File: src/rtl/uatx_pkg.sv
package uatx_pkg;
  localparam int BUS_W = 8;
  localparam int CHAR_W = 8;

  localparam logic [2:0] A_CTRL = 3'd0;
  localparam logic [2:0] A_STAT = 3'd1;
  localparam logic [2:0] A_DIVL = 3'd2;
  localparam logic [2:0] A_DIVH = 3'd3;
  localparam logic [2:0] A_DATA = 3'd4;

  localparam int CTRL_EN   = 0;
  localparam int CTRL_IE   = 1;
  localparam int CTRL_SRST = 2;
  localparam int STAT_DONE = 0;
  localparam int STAT_BUSY = 1;

  typedef enum logic {TX_IDLE, TX_SEND} tx_state_e;
endpackage

File: src/rtl/uatx_baud.sv
module uatx_baud #(
  parameter int DIV_W = 16
) (
  input  logic             clk,
  input  logic             rst_n,
  input  logic             clr,
  input  logic             start,
  input  logic             run,
  input  logic [DIV_W-1:0] div_in,
  output logic             tick
);
  logic [DIV_W-1:0] cnt_q;
  logic [DIV_W-1:0] div_q;

  always_ff @(posedge clk or negedge rst_n) begin
    if (!rst_n) begin
      cnt_q <= '0;
      div_q <= '0;
    end else if (clr) begin
      cnt_q <= '0;
    end else if (start) begin
      cnt_q <= '0;
      div_q <= div_in;
    end else if (run) begin
      if (cnt_q == div_q) cnt_q <= '0;
      else                cnt_q <= cnt_q + 1'b1;
    end
  end

  assign tick = run && !start && (cnt_q == div_q);

  // the bit counter never passes the captured divisor
  a_r3_cnt_bounded: assert property (@(posedge clk) disable iff (!rst_n)
    cnt_q <= div_q);

  // the captured divisor holds while a frame runs
  a_r3_div_held: assert property (@(posedge clk) disable iff (!rst_n)
    (run && !start && !clr) |=> $stable(div_q));
endmodule

File: src/rtl/uatx_shift.sv
module uatx_shift
  import uatx_pkg::*;
(
  input  logic              clk,
  input  logic              rst_n,
  input  logic              clr,
  input  logic              load,
  input  logic [CHAR_W-1:0] char_in,
  input  logic              tick,
  output logic              tx_line,
  output logic              busy,
  output logic              done
);
  localparam int FRAME_W = CHAR_W + 2;
  localparam int IDX_W   = $clog2(FRAME_W);

  tx_state_e          state_q;
  logic [FRAME_W-1:0] frame_q;
  logic [IDX_W-1:0]   idx_q;
  logic               tx_q;
  logic               last_bit;

  assign last_bit = (idx_q == IDX_W'(FRAME_W - 1));

  always_ff @(posedge clk or negedge rst_n) begin
    if (!rst_n) begin
      state_q <= TX_IDLE;
      frame_q <= '1;
      idx_q   <= '0;
      tx_q    <= 1'b1;
    end else if (clr) begin
      state_q <= TX_IDLE;
      frame_q <= '1;
      idx_q   <= '0;
      tx_q    <= 1'b1;
    end else if (state_q == TX_IDLE) begin
      if (load) begin
        frame_q <= {1'b1, char_in, 1'b0};
        idx_q   <= '0;
        tx_q    <= 1'b0;
        state_q <= TX_SEND;
      end
    end else if (tick) begin
      if (last_bit) begin
        state_q <= TX_IDLE;
        tx_q    <= 1'b1;
      end else begin
        frame_q <= {1'b1, frame_q[FRAME_W-1:1]};
        tx_q    <= frame_q[1];
        idx_q   <= idx_q + 1'b1;
      end
    end
  end

  assign tx_line = tx_q;
  assign busy    = (state_q == TX_SEND);
  assign done    = (state_q == TX_SEND) && tick && last_bit && !clr;

  // line is high whenever no frame runs
  a_r2_idle_high: assert property (@(posedge clk) disable iff (!rst_n)
    !busy |-> tx_line);

  // a frame opens with a low start bit
  a_r4_start_low: assert property (@(posedge clk) disable iff (!rst_n)
    $rose(busy) |-> !tx_line);

  // the stop bit is high when the frame ends
  a_r2_stop_high: assert property (@(posedge clk) disable iff (!rst_n)
    done |-> tx_line);
endmodule

File: src/rtl/uatx_regs.sv
module uatx_regs
  import uatx_pkg::*;
#(
  parameter int DIV_W     = 16,
  parameter int RESET_DIV = 103
) (
  input  logic              clk,
  input  logic              rst_n,
  input  logic              wr_en,
  input  logic [2:0]        wr_addr,
  input  logic [BUS_W-1:0]  wr_data,
  input  logic [2:0]        rd_addr,
  output logic [BUS_W-1:0]  rd_data,
  input  logic              busy,
  input  logic              done,
  output logic              soft_rst,
  output logic              load,
  output logic [CHAR_W-1:0] load_char,
  output logic [DIV_W-1:0]  div,
  output logic              irq
);
  localparam int HI_W = DIV_W - 8;

  logic              en_q, ie_q, flag_q;
  logic [CHAR_W-1:0] data_q;
  logic [DIV_W-1:0]  div_q;
  logic              wr_ctrl, wr_stat, wr_divl, wr_divh, wr_char, w1c;

  assign wr_ctrl  = wr_en && (wr_addr == A_CTRL);
  assign wr_stat  = wr_en && (wr_addr == A_STAT);
  assign wr_divl  = wr_en && (wr_addr == A_DIVL);
  assign wr_divh  = wr_en && (wr_addr == A_DIVH);
  assign wr_char  = wr_en && (wr_addr == A_DATA);
  assign soft_rst = wr_ctrl && wr_data[CTRL_SRST];
  assign load     = wr_char && en_q && !busy;
  assign w1c      = wr_stat && wr_data[STAT_DONE];

  always_ff @(posedge clk or negedge rst_n) begin
    if (!rst_n) begin
      en_q   <= 1'b0;
      ie_q   <= 1'b0;
      flag_q <= 1'b0;
      data_q <= '0;
      div_q  <= DIV_W'(RESET_DIV);
    end else begin
      if (soft_rst) begin
        en_q   <= 1'b0;
        ie_q   <= 1'b0;
        data_q <= '0;
      end else if (wr_ctrl) begin
        en_q <= wr_data[CTRL_EN];
        ie_q <= wr_data[CTRL_IE];
      end
      if (load) data_q <= wr_data;

      if (soft_rst)  flag_q <= 1'b0;
      else if (done) flag_q <= 1'b1;
      else if (load) flag_q <= 1'b0;
      else if (w1c)  flag_q <= 1'b0;

      if (wr_divl) div_q[7:0]       <= wr_data;
      if (wr_divh) div_q[DIV_W-1:8] <= wr_data[HI_W-1:0];
    end
  end

  always_comb begin
    rd_data = '0;
    case (rd_addr)
      A_CTRL: begin
        rd_data[CTRL_EN] = en_q;
        rd_data[CTRL_IE] = ie_q;
      end
      A_STAT: begin
        rd_data[STAT_DONE] = flag_q;
        rd_data[STAT_BUSY] = busy;
      end
      A_DIVL:  rd_data = div_q[7:0];
      A_DIVH:  rd_data = BUS_W'(div_q[DIV_W-1:8]);
      A_DATA:  rd_data = data_q;
      default: rd_data = '0;
    endcase
  end

  assign load_char = wr_data;
  assign div       = div_q;
  assign irq       = flag_q && ie_q;

  // done only rises at the end of a frame
  a_r5_flag_rise: assert property (@(posedge clk) disable iff (!rst_n)
    $rose(flag_q) |-> $past(done));

  // data written during a frame is dropped
  a_r6_busy_write_ignored: assert property (@(posedge clk) disable iff (!rst_n)
    (wr_char && busy && !soft_rst) |=> $stable(data_q));

  // write-one clears done unless a frame ends in the same cycle
  a_r8_w1c: assert property (@(posedge clk) disable iff (!rst_n)
    (w1c && !done) |=> !flag_q);

  // soft reset clears flag and enables
  a_r10_soft_reset: assert property (@(posedge clk) disable iff (!rst_n)
    soft_rst |=> (!flag_q && !en_q && !ie_q && !busy));

  // interrupt never stands without the flag
  a_r9_irq_flag: assert property (@(posedge clk) disable iff (!rst_n)
    irq |-> rd_data_flag_ok);

  logic rd_data_flag_ok;
  assign rd_data_flag_ok = flag_q;
endmodule

File: src/rtl/uatx_core.sv
module uatx_core
  import uatx_pkg::*;
#(
  parameter int DIV_W     = 16,
  parameter int RESET_DIV = 103
) (
  input  logic             clk,
  input  logic             rst_n,
  input  logic             wr_en,
  input  logic [2:0]       wr_addr,
  input  logic [BUS_W-1:0] wr_data,
  input  logic [2:0]       rd_addr,
  output logic [BUS_W-1:0] rd_data,
  output logic             tx_line,
  output logic             irq
);
  logic              soft_rst, load, busy, done, tick;
  logic [CHAR_W-1:0] load_char;
  logic [DIV_W-1:0]  div;

  uatx_regs #(.DIV_W(DIV_W), .RESET_DIV(RESET_DIV)) u_regs (
    .clk(clk), .rst_n(rst_n),
    .wr_en(wr_en), .wr_addr(wr_addr), .wr_data(wr_data),
    .rd_addr(rd_addr), .rd_data(rd_data),
    .busy(busy), .done(done),
    .soft_rst(soft_rst), .load(load), .load_char(load_char),
    .div(div), .irq(irq)
  );

  uatx_baud #(.DIV_W(DIV_W)) u_baud (
    .clk(clk), .rst_n(rst_n), .clr(soft_rst), .start(load),
    .run(busy), .div_in(div), .tick(tick)
  );

  uatx_shift u_shift (
    .clk(clk), .rst_n(rst_n), .clr(soft_rst), .load(load),
    .char_in(load_char), .tick(tick),
    .tx_line(tx_line), .busy(busy), .done(done)
  );

  // busy and the line settle together at frame end
  a_r5_end_idle: assert property (@(posedge clk) disable iff (!rst_n)
    $fell(busy) |-> tx_line);
endmodule

File: config.mk
export PLATFORM = sky130hd
export DESIGN_NAME = uatx_core
export DESIGN_NICKNAME = d
export VERILOG_FILES = /design/src/rtl/uatx_pkg.sv /design/src/rtl/uatx_baud.sv /design/src/rtl/uatx_shift.sv /design/src/rtl/uatx_regs.sv /design/src/rtl/uatx_core.sv
export SDC_FILE = /design/constraint.sdc
export NUM_CORES = 1
export LEC_CHECK = 0
export ABC_AREA = 1
export BUFFER_PORTS_ARGS = -buffer_cell sky130_fd_sc_hd__buf_2
export CAP_MARGIN = 40
export CORE_ASPECT_RATIO = 1.25
export CORE_MARGIN = 1.5
export CORE_UTILIZATION = 52
export DETAILED_ROUTE_END_ITERATION = 12
export HOLD_SLACK_MARGIN = 0.05
export MAX_ROUTING_LAYER = met4
export PLACE_DENSITY = 0.7
export SKIP_CTS_REPAIR_TIMING = 1
export SLEW_MARGIN = 20
export SYNTH_ARGS = -nofsm -noshare
export SYNTH_HDL_FRONTEND = slang
export SYNTH_HIERARCHICAL = 1
export SYNTH_SLANG_ARGS = --single-unit
File: constraint.sdc
create_clock -name clk -period 2.1 [get_ports clk]
set_clock_uncertainty 0.2 [all_clocks]
set_input_delay 0 -clock clk [delete_from_list [all_inputs] [get_ports clk]]
set_output_delay 0 -clock clk [all_outputs]
set_load 0.02 [all_outputs]
Word-level counts from Yosys, hierarchy flattened

Index checks and enable logic that the tools add are counted.

$add $sub $neg: 2
Equal/unequal tests: 12
Multiplexer cells: 36
Bitwise logic cells: 1
Reduce and logical (&&, ||, !) cells: 27

Operator list:

| operator                                                         | number |
|---|---|
| 16-bit two-way mux                                               | 4 |
| 10-bit two-way mux                                               | 5 |
| 4-bit two-way mux                                                | 5 |
| 1-bit two-way mux                                                | 18 |
| 6-bit one-hot mux with 3 select lines                            | 1 |
| 16-bit by 1-bit adder with 16-bit output (second input constant) | 1 |
| 16-bit == test                                                   | 1 |
| 8-bit two-way mux                                                | 2 |
| 1-bit logical AND                                                | 15 |
| 3-bit by 2-bit == test with 1-bit output (second input constant) | 4 |
| 2-bit one-hot mux with 5 select lines                            | 1 |
| 3-bit by 1-bit == test with 1-bit output (second input constant) | 2 |
| 3-bit == test (second input constant)                            | 2 |
| 3-bit zero test                                                  | 2 |
| 4-bit by 1-bit adder with 4-bit output (second input constant)   | 1 |
| 4-bit == test (second input constant)                            | 1 |
| 2-bit AND reduction                                              | 2 |
| 2-bit nonzero test                                               | 2 |
| 4-bit nonzero test                                               | 1 |
| 1-bit zero test                                                  | 3 |
| 3-bit by 1-bit != test with 1-bit output (second input constant) | 1 |
| 3-bit by 2-bit != test with 1-bit output (second input constant) | 1 |
| 3-bit AND reduction                                              | 1 |
| 3-bit nonzero test                                               | 1 |
| 1-bit inverter                                                   | 1 |

Register bits after elaboration: 75
Input port bits: 17
Output and inout port bits: 10
Logic and storage cells: 90

Logic depth before layout (Yosys ltp)

Gate-level depths: netlist of run 1.

Depth after elaboration: 12
Mapped depth: 16
Gate-level depth less buffers: 15

Hierarchy

The synthesis of run 1 kept the hierarchy.

By module, submodules not included:

| module     | instances | cells each | area each (µm²) | sequential area each (µm²) |
|---|---|---|---|---|
| uatx_baud  | 1         | 262        | 1835.5          | 800.8 |
| uatx_regs  | 1         | 184        | 1451.4          | 681.9 |
| uatx_shift | 1         | 112        | 818.3           | 361.6 |

Worst setup path before layout of run 1

No wires, ideal clock.

Kind: reg-to-reg
From: reg u_baud.cnt_q[12]
To: reg u_shift.idx_q[3]
Library setup time: 0.117 ns
Arrival: 1.577 ns
Required time: 1.783 ns
Slack: 0.206 ns
Stages on the path, launching flop included: 16
Path buffers: 1
Period minus slack after synthesis: 1.894 ns
Path through: dfrtp_1 > nand2_1 > nand2_1 > nor2_1 > nand2_1 > nor2_2 > nand3_2 > nor2_1 > inv_1 > nand3_1 > nand2_1 > inv_2 > nand2_2 > buf_6 > nand2_1 > nand2_1

Cells in the longest elaborated chain, start to end: 4

Ends and longest elaborated chain:

| element                                                   | RTL line         | RTL |
|---|---|---|
| start: declaration                                        | uatx_baud.sv:12  | `logic [DIV_W-1:0] cnt_q;` |
| start signal: assignment                                  | uatx_baud.sv:26  | `else cnt_q <= cnt_q + 1'b1;` |
| 16-bit == test                                            | uatx_baud.sv:30  | `assign tick = run && !start && (cnt_q == div_q);` |
| 1-bit logical AND                                         | uatx_baud.sv:30  |  |
| via tick                                                  | uatx_core.sv:17  | `logic soft_rst, load, busy, done, tick;` |
| 3-bit by 1-bit != test with 1-bit output (no source line) | -                |  |
| 3-bit AND reduction (no source line)                      | -                |  |
| end signal: assignment                                    | uatx_shift.sv:50 | `idx_q <= idx_q + 1'b1;` |
| end: declaration                                          | uatx_shift.sv:19 | `logic [IDX_W-1:0] idx_q;` |

The timed path passes the listed nets, and every way through them passes these cells.
A chain may end at the register's enable or synchronous reset.

==> results.ini, run 1 <==
[run_status]
status = completed

[clocking]
cts_sinks = 73
clock_latency_ps = 350
h-tree-depth = 3
cts_made_buffers = 9
root_buffer = clkbuf_8
cts_tree = yes
cts_buffer_depth = 2
cts.clk_slew.worst_paths_ps = 70

[finish]
n_fill_cell = 718
final_common_cell = nand2_1
finalNonFillerCells = 720
n_antenna_cell = 0
syn_to_final_growth_pct = 18.1
final_cell_mix = 216 x nand2_1, 59 x dfrtp_1, 56 x nor2_1
nNetsFinal = 640
multi_input_area_um2 = 1920
drive_above_1_share_pct = 20.6
final-seq-area_um2 = 1840

[detailed_routing]
wl_um = 9510
vias_per_cell = 5.10
m1WireLength_um = 4100
first_pass_iters = 4
dr_wl_met2_um = 4930
routed-via-count = 3675
dr.max_layer_used = met4
drtAntennaViolNets = 0
drt_iter0_markers = 206
dr_wl_met3_um = 281
drc = 0
wl_per_cell_um = 13.2

[power_and_ir_drop]
irDropWorstVdd_mv = 0.596
p_leak_uw = 0.00254
powerDensity_nw_per_um2 = 871
p_total_uw = 4230

[floorplanning]
die_x_um = 82.5
coreArea_um2 = 7750
die_area_um2 = 8440
ios = 27
die_y_um = 102
initial_utilization_pct = 53.0
num_rows = 36

[global_routing]
grt_pass1_vias = 3367
grt_max_degree = 56
grt_usage_pct = 24.6
grt_pass1_wl_um = 15200
grt-ovfl-total = 0
antenna_found_initial = 0

[timing]
relSlewSlack_pct = 49.1
min_period_over_period_pct = 95.7
tns_ps = 0
finalCriticalPeriod_ps = 2010
hold_viol = 0
finalSetupViolCount = 0
tightest_slew_ps = 762
rsz0062_at_grt = yes
max_freq_ghz = 0.498
final_max_slew_viol_count = 0

[logic_synthesis]
synth_cell_types = 30
ys_seq_area_share_pct = 44.9
syn-num-nets = 578
synth.ff_latch_count = 73
netlist_area_um2 = 4110
netlist_instances = 558
yosysWarnings = 6
synth.avg_cell_area_um2 = 7.36

[placed_design]
io_buffers = 26
dp_cells = 674
place_congestion = 0.901
hpwl_um = 6540

[critical_path]
worstPathRequired_ps = 2130
path_class = flip-flop to flip-flop
worstPathArrival_ps = 2040
cp-end-kind = flip-flop
critPathMaxFanout = 3
start_kind = flip-flop

[worst_hold_path]
hold_class = primary input to flip-flop

[job]
maxCapViolations = 0

[registers in the layout, summed over array words and instances (netlist names)]
signal	flops
u_baud/cnt_q	16
u_baud/div_q	16
u_regs/data_q	8
u_regs/div	16
u_regs/en_q	1
u_regs/flag_q	1
u_regs/ie_q	1
u_shift/busy	1
u_shift/frame_q	8
u_shift/idx_q	4
u_shift/tx_line	1
[per-stage QoR]
| step | hold slack (ps) | utilization, % | setup slack, ps | area (um^2) |
|---|---|---|---|---|
| finish | 80.3 | 62.6 | 91.3 | 4850 |
| global route | 119 | 62.6 | -56.6 | 4850 |
| CTS | -606 | 58.4 | -58.6 | 4530 |
| detailed placement | -223 | 55.9 | -51.3 | 4330 |
| global placement | -220 | 55.9 | -30.4 | 4330 |
| floorplan | -496 | - | 206 | 4110 |
[critical path: stages, from the launching register on]
cell           delay, ps
dfrtp_1              410
o21ai_0              100
dlygate4sd3_1        580
nand2_1               50
dlygate4sd3_1        550
[cells in the mapped netlist]
master,instances,area [um^2]
buf_2,5,25.0
inv_2,13,48.8
nor2_1,58,218
nand3b_4,1,20.0
dfstp_2,14,368
nor3_2,3,30.0
inv_1,52,195
ha_1,3,37.5
o21ai_0,5,25.0
clkbuf_1,1,3.75
nand3_1,39,195
o21ai_1,13,65.1
dfrtp_1,59,1480
nor2_4,5,56.3
nor2_2,5,31.3
xnor2_1,2,17.5
nand3_2,2,20.0
nand3b_1,2,15.0
a21oi_1,14,70.1
or2_2,1,6.26
buf_6,4,45.0
nand2_2,4,25.0
buf_4,8,60.1
o21ai_2,7,61.3
mux2_2,3,33.8
xor2_1,9,78.8
nand3_4,1,17.5
nor3_1,2,10.0
nand4_1,5,31.3
nand2_1,218,818
[power breakdown]
group	total, uW	switching [uW]	internal, uW
Combinational	1120	680	439
Clock	1110	527	580
Sequential	2000	216	1780
Total	4230	1420	2800
[logic make-up (layout without fill, tap and decap cells)]
group	after synthesis	count (layout)	share of synthesized area (%)
compound gates	39	39	5.39
simple gates	346	347	36.4
mux	3	3	0.823
xor+xnor	11	11	2.35
flops	73	73	44.9
fa+ha+maj	3	3	0.914
buf+inv	83	149	9.20
[cell type report]
class                           count  area share, %
Tap cell                           95           2.45
Clock buffer                       11           2.92
Sequential cell                    73           38.0
Clock inverter                      5           1.11
Timing Repair Buffer               68           10.7
Multi-Input combinational cell    403           39.7
Inverter                           65           5.08
[path summary, 6_finish.rpt]
check                                         from                 end  slack, ps  cells after the start
worst max-delay path                   u_regs/en_q         u_regs/en_q         90                      4
worst min-delay path                    wr_addr[2]    u_regs/data_q[1]         80                      7
worst max register to register         u_regs/en_q         u_regs/en_q         90                      4
worst min register to register  u_shift/frame_q[3]  u_shift/frame_q[3]        260                      2
max in group asynchronous                    rst_n    u_regs/data_q[2]        620                      3
min in group asynchronous                    rst_n       u_regs/div[0]         90                      2
[routing by layer]
metal	track usage [%]	vias to the layer above
met5	-	-
met4	9.26	0
met3	4.82	17
met2	41.0	55
met1	29.0	1760
li1	-	1843
No activity file was read; power rests on OpenSTA's default activity.
==> run 2: changes to the inputs <==
CORE_UTILIZATION = 27   (was 52)
PLACE_DENSITY = unset   (was 0.7)
==> run 2 against run 1 <==
Compared with the run above: fmax is essentially flat; global-route usage shrank 11 points; worst hold slack improved by 4.4 ps; power increased by 9.5%; worst setup slack better by 1.2 ps; sequential power hardly changed; final cell count increased by 13%; count of clock-buffer cells in the layout grew 2; critical path depth grew 3; critical endpoint unchanged; largest cell class unchanged; largest power group unchanged; highest routed layer unchanged.
==> results.ini, run 2 (synthesis gave the netlist of run 1 again) <==
[global_routing]
grt_pass1_wl_um = 16200  ; was 15,200 um
antenna_found_initial = 0  ; unchanged
grt_pass1_vias = 3422  ; was 3,367
grt_max_degree = 43  ; was 56
grt_usage_pct = 13.1  ; was 24.6%
grt-ovfl-total = 0  ; unchanged

[clocking]
cts_tree = yes  ; unchanged
cts_sinks = 73  ; unchanged
root_buffer = clkbuf_16  ; was clkbuf_8
clock_latency_ps = 340  ; was 350 ps
cts_made_buffers = 9  ; unchanged
h-tree-depth = 3  ; unchanged
cts_buffer_depth = 2  ; unchanged
cts.clk_slew.worst_paths_ps = 60  ; was 70 ps

[run_status]
status = completed  ; unchanged

[critical_path]
cp.depth = 7  ; was 4
worst_path_most_repeated_cell = dlygate4sd3_1  ; unchanged
cp-end-kind = flip-flop  ; unchanged
crit_slowest_cell = dlygate4sd3_1  ; unchanged
start_kind = primary input  ; was flip-flop
worstPathRequired_ps = 2120  ; was 2130 ps
cp_top_family = buffers and inverters  ; unchanged
r2r-end = u_shift/idx_q[2]  ; was u_regs/en_q
path_class = primary input to flip-flop  ; was flip-flop to flip-flop
critPathMaxFanout = 3  ; unchanged
cp_cell_sequence = buf_2 -> inv_2 -> dlygate4sd3_1 -> o21ai_0 -> dlygate4sd3_1 -> nand2_1 -> dlygate4sd3_1  ; was o21ai_0 -> dlygate4sd3_1 -> nand2_1 -> dlygate4sd3_1
startpoint = wr_en  ; was u_regs/en_q
path_buf_inv = 5  ; was 2
ff2ff_path_depth = 15  ; was 4
slowest_delay_ps = 570  ; was 580 ps
r2r-start = u_baud/cnt_q[9]  ; was u_regs/en_q
worstPathArrival_ps = 2020  ; was 2040 ps
cp-endpoint = u_regs/en_q  ; unchanged
r2r_slack_ps = 100  ; was 90 ps

[placed_design]
place_ws_ps = -45.8  ; was -51.3 ps
hpwl_um = 7090  ; was 6540 um
dp_cells = 766  ; was 674
place_congestion = 0.814  ; was 0.901
io_buffers = 26  ; unchanged

[timing]
tightest_slew_ps = 669  ; was 762 ps
finalCriticalPeriod_ps = 2010  ; about the same
relSlewSlack_pct = 55.3  ; was 49.1%
max_freq_ghz = 0.498  ; about the same
final.setup.worst_slack_ps = 92.5  ; was 91.3 ps
finalSetupViolCount = 0  ; unchanged
rsz0062_at_grt = yes  ; unchanged
min_period_over_period_pct = 95.6  ; was 95.7%
hold_viol = 0  ; unchanged
final_max_slew_viol_count = 0  ; unchanged

[detailed_routing]
drtAntennaViolNets = 0  ; unchanged
drt_iter0_markers = 160  ; was 206
vias_per_cell = 4.48  ; was 5.10
drc = 0  ; unchanged
wl_um = 10100  ; was 9510 um
wl_per_cell_um = 12.4  ; was 13.2 um
routed-via-count = 3636  ; was 3,675
first_pass_iters = 6  ; was 4

[power_and_ir_drop]
powerDensity_nw_per_um2 = 904  ; was 871 nW/um^2
p_leak_uw = 0.00262  ; was 0.00254 uW
irDropWorstVdd_mv = 0.419  ; was 0.596 mV

[finish]
n_antenna_cell = 0  ; unchanged
final_cell_mix = 216 x nand2_1, 57 x dfrtp_1, 56 x nor2_1  ; was 216 x nand2_1, 59 x dfrtp_1, 56 x nor2_1
drive_above_1_share_pct = 21.3  ; was 20.6%
final_common_cell = nand2_1  ; unchanged
nNetsFinal = 645  ; was 640
syn_to_final_growth_pct = 24.7  ; was 18.1%
utilization_pct = 34.2  ; was 62.6%
finalNonFillerCells = 812  ; was 720

[job]
maxCapViolations = 0  ; unchanged

[floorplanning]
initial_utilization_pct = 27.5  ; was 53.0%
ios = 27  ; unchanged
coreArea_um2 = 15000  ; was 7750 um^2
die_x_um = 113  ; was 82.5 um
die_y_um = 141  ; was 102 um
num_rows = 50  ; was 36
die_area_um2 = 16000  ; was 8440 um^2

[worst_hold_path]
hold_class = primary input to async pin  ; was primary input to flip-flop

-- run 2: per-stage QoR --
stage | area, um^2 | hold WS, ps | power (uW) | TNS, ps
floorplan | 4110 | -496 | 2730 | 0
detailed placement | 4490 | -223 | 3020 | -260
CTS | 4790 | -587 | 4570 | -625
global route | 5120 | 126 | 4920 | -158
global placement | 4490 | -218 | 2990 | -252
finish | 5120 | 84.8 | 4630 | 0
-- run 2: how the worst min path moves through the flow --
stage	to	slack [ps]	cells past startpoint	start
2_1_floorplan	u_baud/cnt_q[0]	-500	0	rst_n
3_3_place_gp	u_shift/idx_q[0]	-220	1	rst_n
3_5_place_dp	u_shift/idx_q[0]	-220	1	rst_n
4_1_cts	u_shift/idx_q[0]	-590	1	rst_n
5_1_grt	u_shift/frame_q[1]	130	2	rst_n
6_report	u_shift/frame_q[1]	80	2	rst_n
-- run 2: where the power goes --
part / total (uW) / switching, uW / leakage (uW) / internal (uW)
Clock: 1550 / 565 / 0.000150 / 981
Sequential: 2000 / 211 / 0.000889 / 1790
Combinational: 1080 / 664 / 0.00158 / 416
-- run 2: layout make-up --
type / instances / area [um^2]
clock buffers: 13 / 260
clock inverters: 3 / 40.0
fillers: 1585 / 9830
inverters: 65 / 244
multi-input cells: 403 / 1920
flip-flops and latches: 73 / 1850
well taps: 182 / 228
repair buffers: 73 / 576
-- run 2: layer usage --
layer	global-route usage [%]	share of wire [%]	vias to the layer above
met3	2.24	2.0	16
met4	4.14	2.1	0
met1	15.1	42	1722
li1	-	-	1853
met5	-	0	-
met2	23.2	54	45
==> run 3: changes to the inputs <==
HOLD_SLACK_MARGIN = 0.1   (was 0.05)
clock period = 2.19 ns   (was 2.1 ns; I/O delays follow)
==> run 3 against run 2 <==
Compared with the run above: cell area shrank 0.59%; count of clock-buffer cells in the layout fell by 4; worst setup slack improved by 120 ps; power shrank 1.8%; clock power about the same; sequential share of layout area grew 0.24 points; die area unchanged; worst hold slack worse by 6.3 ps; flip-flop and latch count stayed put.
==> results.ini, run 3 (synthesis gave the netlist of run 1 again) <==
[global_routing]
antenna_found_initial = 0  ; unchanged
grt_pass1_vias = 3504  ; was 3,422
grt-ovfl-total = 0  ; unchanged
grt_usage_pct = 13.8  ; was 13.1%
grt_max_degree = 42  ; was 43
grt_pass1_wl_um = 16700  ; was 16,200 um

[finish]
finalNonFillerCells = 805  ; was 812
final_common_cell = nand2_1  ; unchanged
drive_above_1_share_pct = 21.3  ; about the same
n_antenna_cell = 0  ; unchanged
nNetsFinal = 638  ; was 645
syn_to_final_growth_pct = 24.0  ; was 24.7%
final_area_um2 = 5090  ; was 5120 um^2
final_cell_mix = 216 x nand2_1, 57 x nor2_1, 56 x dfrtp_1  ; was 216 x nand2_1, 57 x dfrtp_1, 56 x nor2_1

[timing]
min_period_over_period_pct = 90.2
finalCriticalPeriod_ps = 1980
rsz0062_at_grt = yes  ; unchanged
final.setup.worst_slack_ps = 214  ; was 92.5 ps
final_max_slew_viol_count = 0  ; unchanged
hold_viol = 0  ; unchanged
tightest_slew_ps = 741  ; was 669 ps
finalSetupViolCount = 0  ; unchanged
max_freq_ghz = 0.506
relSlewSlack_pct = 50.4  ; was 55.3%

[clocking]
h-tree-depth = 3  ; unchanged
root_buffer = clkbuf_16  ; unchanged
cts_made_buffers = 9  ; unchanged
cts_tree = yes  ; unchanged
cts.clk_slew.worst_paths_ps = 60  ; about the same
clock_latency_ps = 340  ; about the same
cts_buffer_depth = 2  ; unchanged
cts_sinks = 73  ; unchanged

[worst_hold_path]
hold_class = primary input to async pin  ; unchanged

[placed_design]
dp_cells = 760  ; was 766
io_buffers = 26  ; unchanged
place_area_um2 = 4450  ; was 4490 um^2
place_ws_ps = 7.44  ; was -45.8 ps
place_congestion = 0.793  ; was 0.814
hpwl_um = 7090  ; about the same

[run_status]
status = completed  ; unchanged

[power_and_ir_drop]
p_leak_uw = 0.00259  ; was 0.00262 uW
powerDensity_nw_per_um2 = 893  ; was 904 nW/um^2
irDropWorstVdd_mv = 0.539  ; was 0.419 mV
p_total_uw = 4540  ; was 4630 uW

[critical_path]
cp-end-kind = flip-flop  ; unchanged
worstPathRequired_ps = 2260  ; was 2120 ps
path_class = flip-flop to flip-flop  ; was primary input to flip-flop
critPathMaxFanout = 7  ; was 3
start_kind = flip-flop  ; was primary input
worstPathArrival_ps = 2040  ; was 2020 ps

[floorplanning]
coreArea_um2 = 15000  ; unchanged
num_rows = 50  ; unchanged
die_y_um = 141  ; unchanged
die_x_um = 113  ; unchanged
ios = 27  ; unchanged
die_area_um2 = 16000  ; unchanged
initial_utilization_pct = 27.5  ; unchanged

[detailed_routing]
vias_per_cell = 4.48  ; about the same
drc = 0  ; unchanged
wl_per_cell_um = 12.6  ; was 12.4 um
wl_um = 10100  ; about the same
drt_iter0_markers = 158  ; was 160
drtAntennaViolNets = 0  ; unchanged
routed-via-count = 3606  ; was 3,636
first_pass_iters = 4  ; was 6

[job]
maxCapViolations = 0  ; unchanged

[run 3: cell types whose count changed in the layout (fill, tap and decap cells not counted), moves of 2 or more]
cell / delta
buf_4: -5
clkbuf_1: -2
clkbuf_8: -2
clkinv_4: +2
dlygate4sd3_1: -2
[run 3: final timing paths]
check                                         from            endpoint  slack [ps]  depth (start not counted)
worst max register to register    u_baud/div_q[11]    u_shift/idx_q[1]         210                         13
min in group clk                        wr_addr[2]    u_regs/data_q[2]         120                          7
max in group asynchronous                    rst_n  u_shift/frame_q[8]        1410                          3
worst min register to register  u_shift/frame_q[4]  u_shift/frame_q[4]         260                          2
worst max-delay path              u_baud/div_q[11]    u_shift/idx_q[1]         210                         13
worst min-delay path                         rst_n  u_shift/frame_q[4]          80                          2
[run 3: critical path: stages, from the launching register on]
cell and delay [ps]:
dfrtp_1 420, nor2_1 100, nor2_1 50, nor2_1 110
nand2_1 100, nor2_4 140, nand3_2 100, nor2_2 100
inv_2 50, nand3_2 80, nand2_4 80, nor2_4 210
nand2_1 70, o21ai_1 80
[run 3: routing by layer]
| layer | vias to the layer above | GRT usage (%) | share of wire, % |
|---|---|---|---|
| met5 | - | - | 0 |
| met4 | 0 | 7.04 | 2.9 |
| met3 | 15 | 1.93 | 1.6 |
| met2 | 45 | 24.5 | 54 |
| met1 | 1697 | 14.9 | 42 |
| li1 | 1849 | - | - |
[run 3: power by group]
group	total [uW]	internal (uW)	switching, uW
logic	1050	407	643
registers	1920	1710	206
clock network	1570	996	578
total	4540	3120	1430
[run 3: area by class of cell]
cell class / count / area (um^2)
multi-input combinational: 403 / 1930
sequential: 73 / 1850
tap: 182 / 228
clock buffer: 9 / 225
fill: 1577 / 9860
inverter: 65 / 244
timing repair buffer: 66 / 518
clock inverter: 7 / 95.1
[run 3: stage by stage]
stage	hold slack, ps	TNS (ps)	utilization [%]
after CTS	-581	-9.43	31.9
after global routing	112	-70.0	34.0
after detailed placement	-212	0	29.7
after global placement	-215	0	29.7
after floorplan	-496	0	-
final	78.5	0	34.0
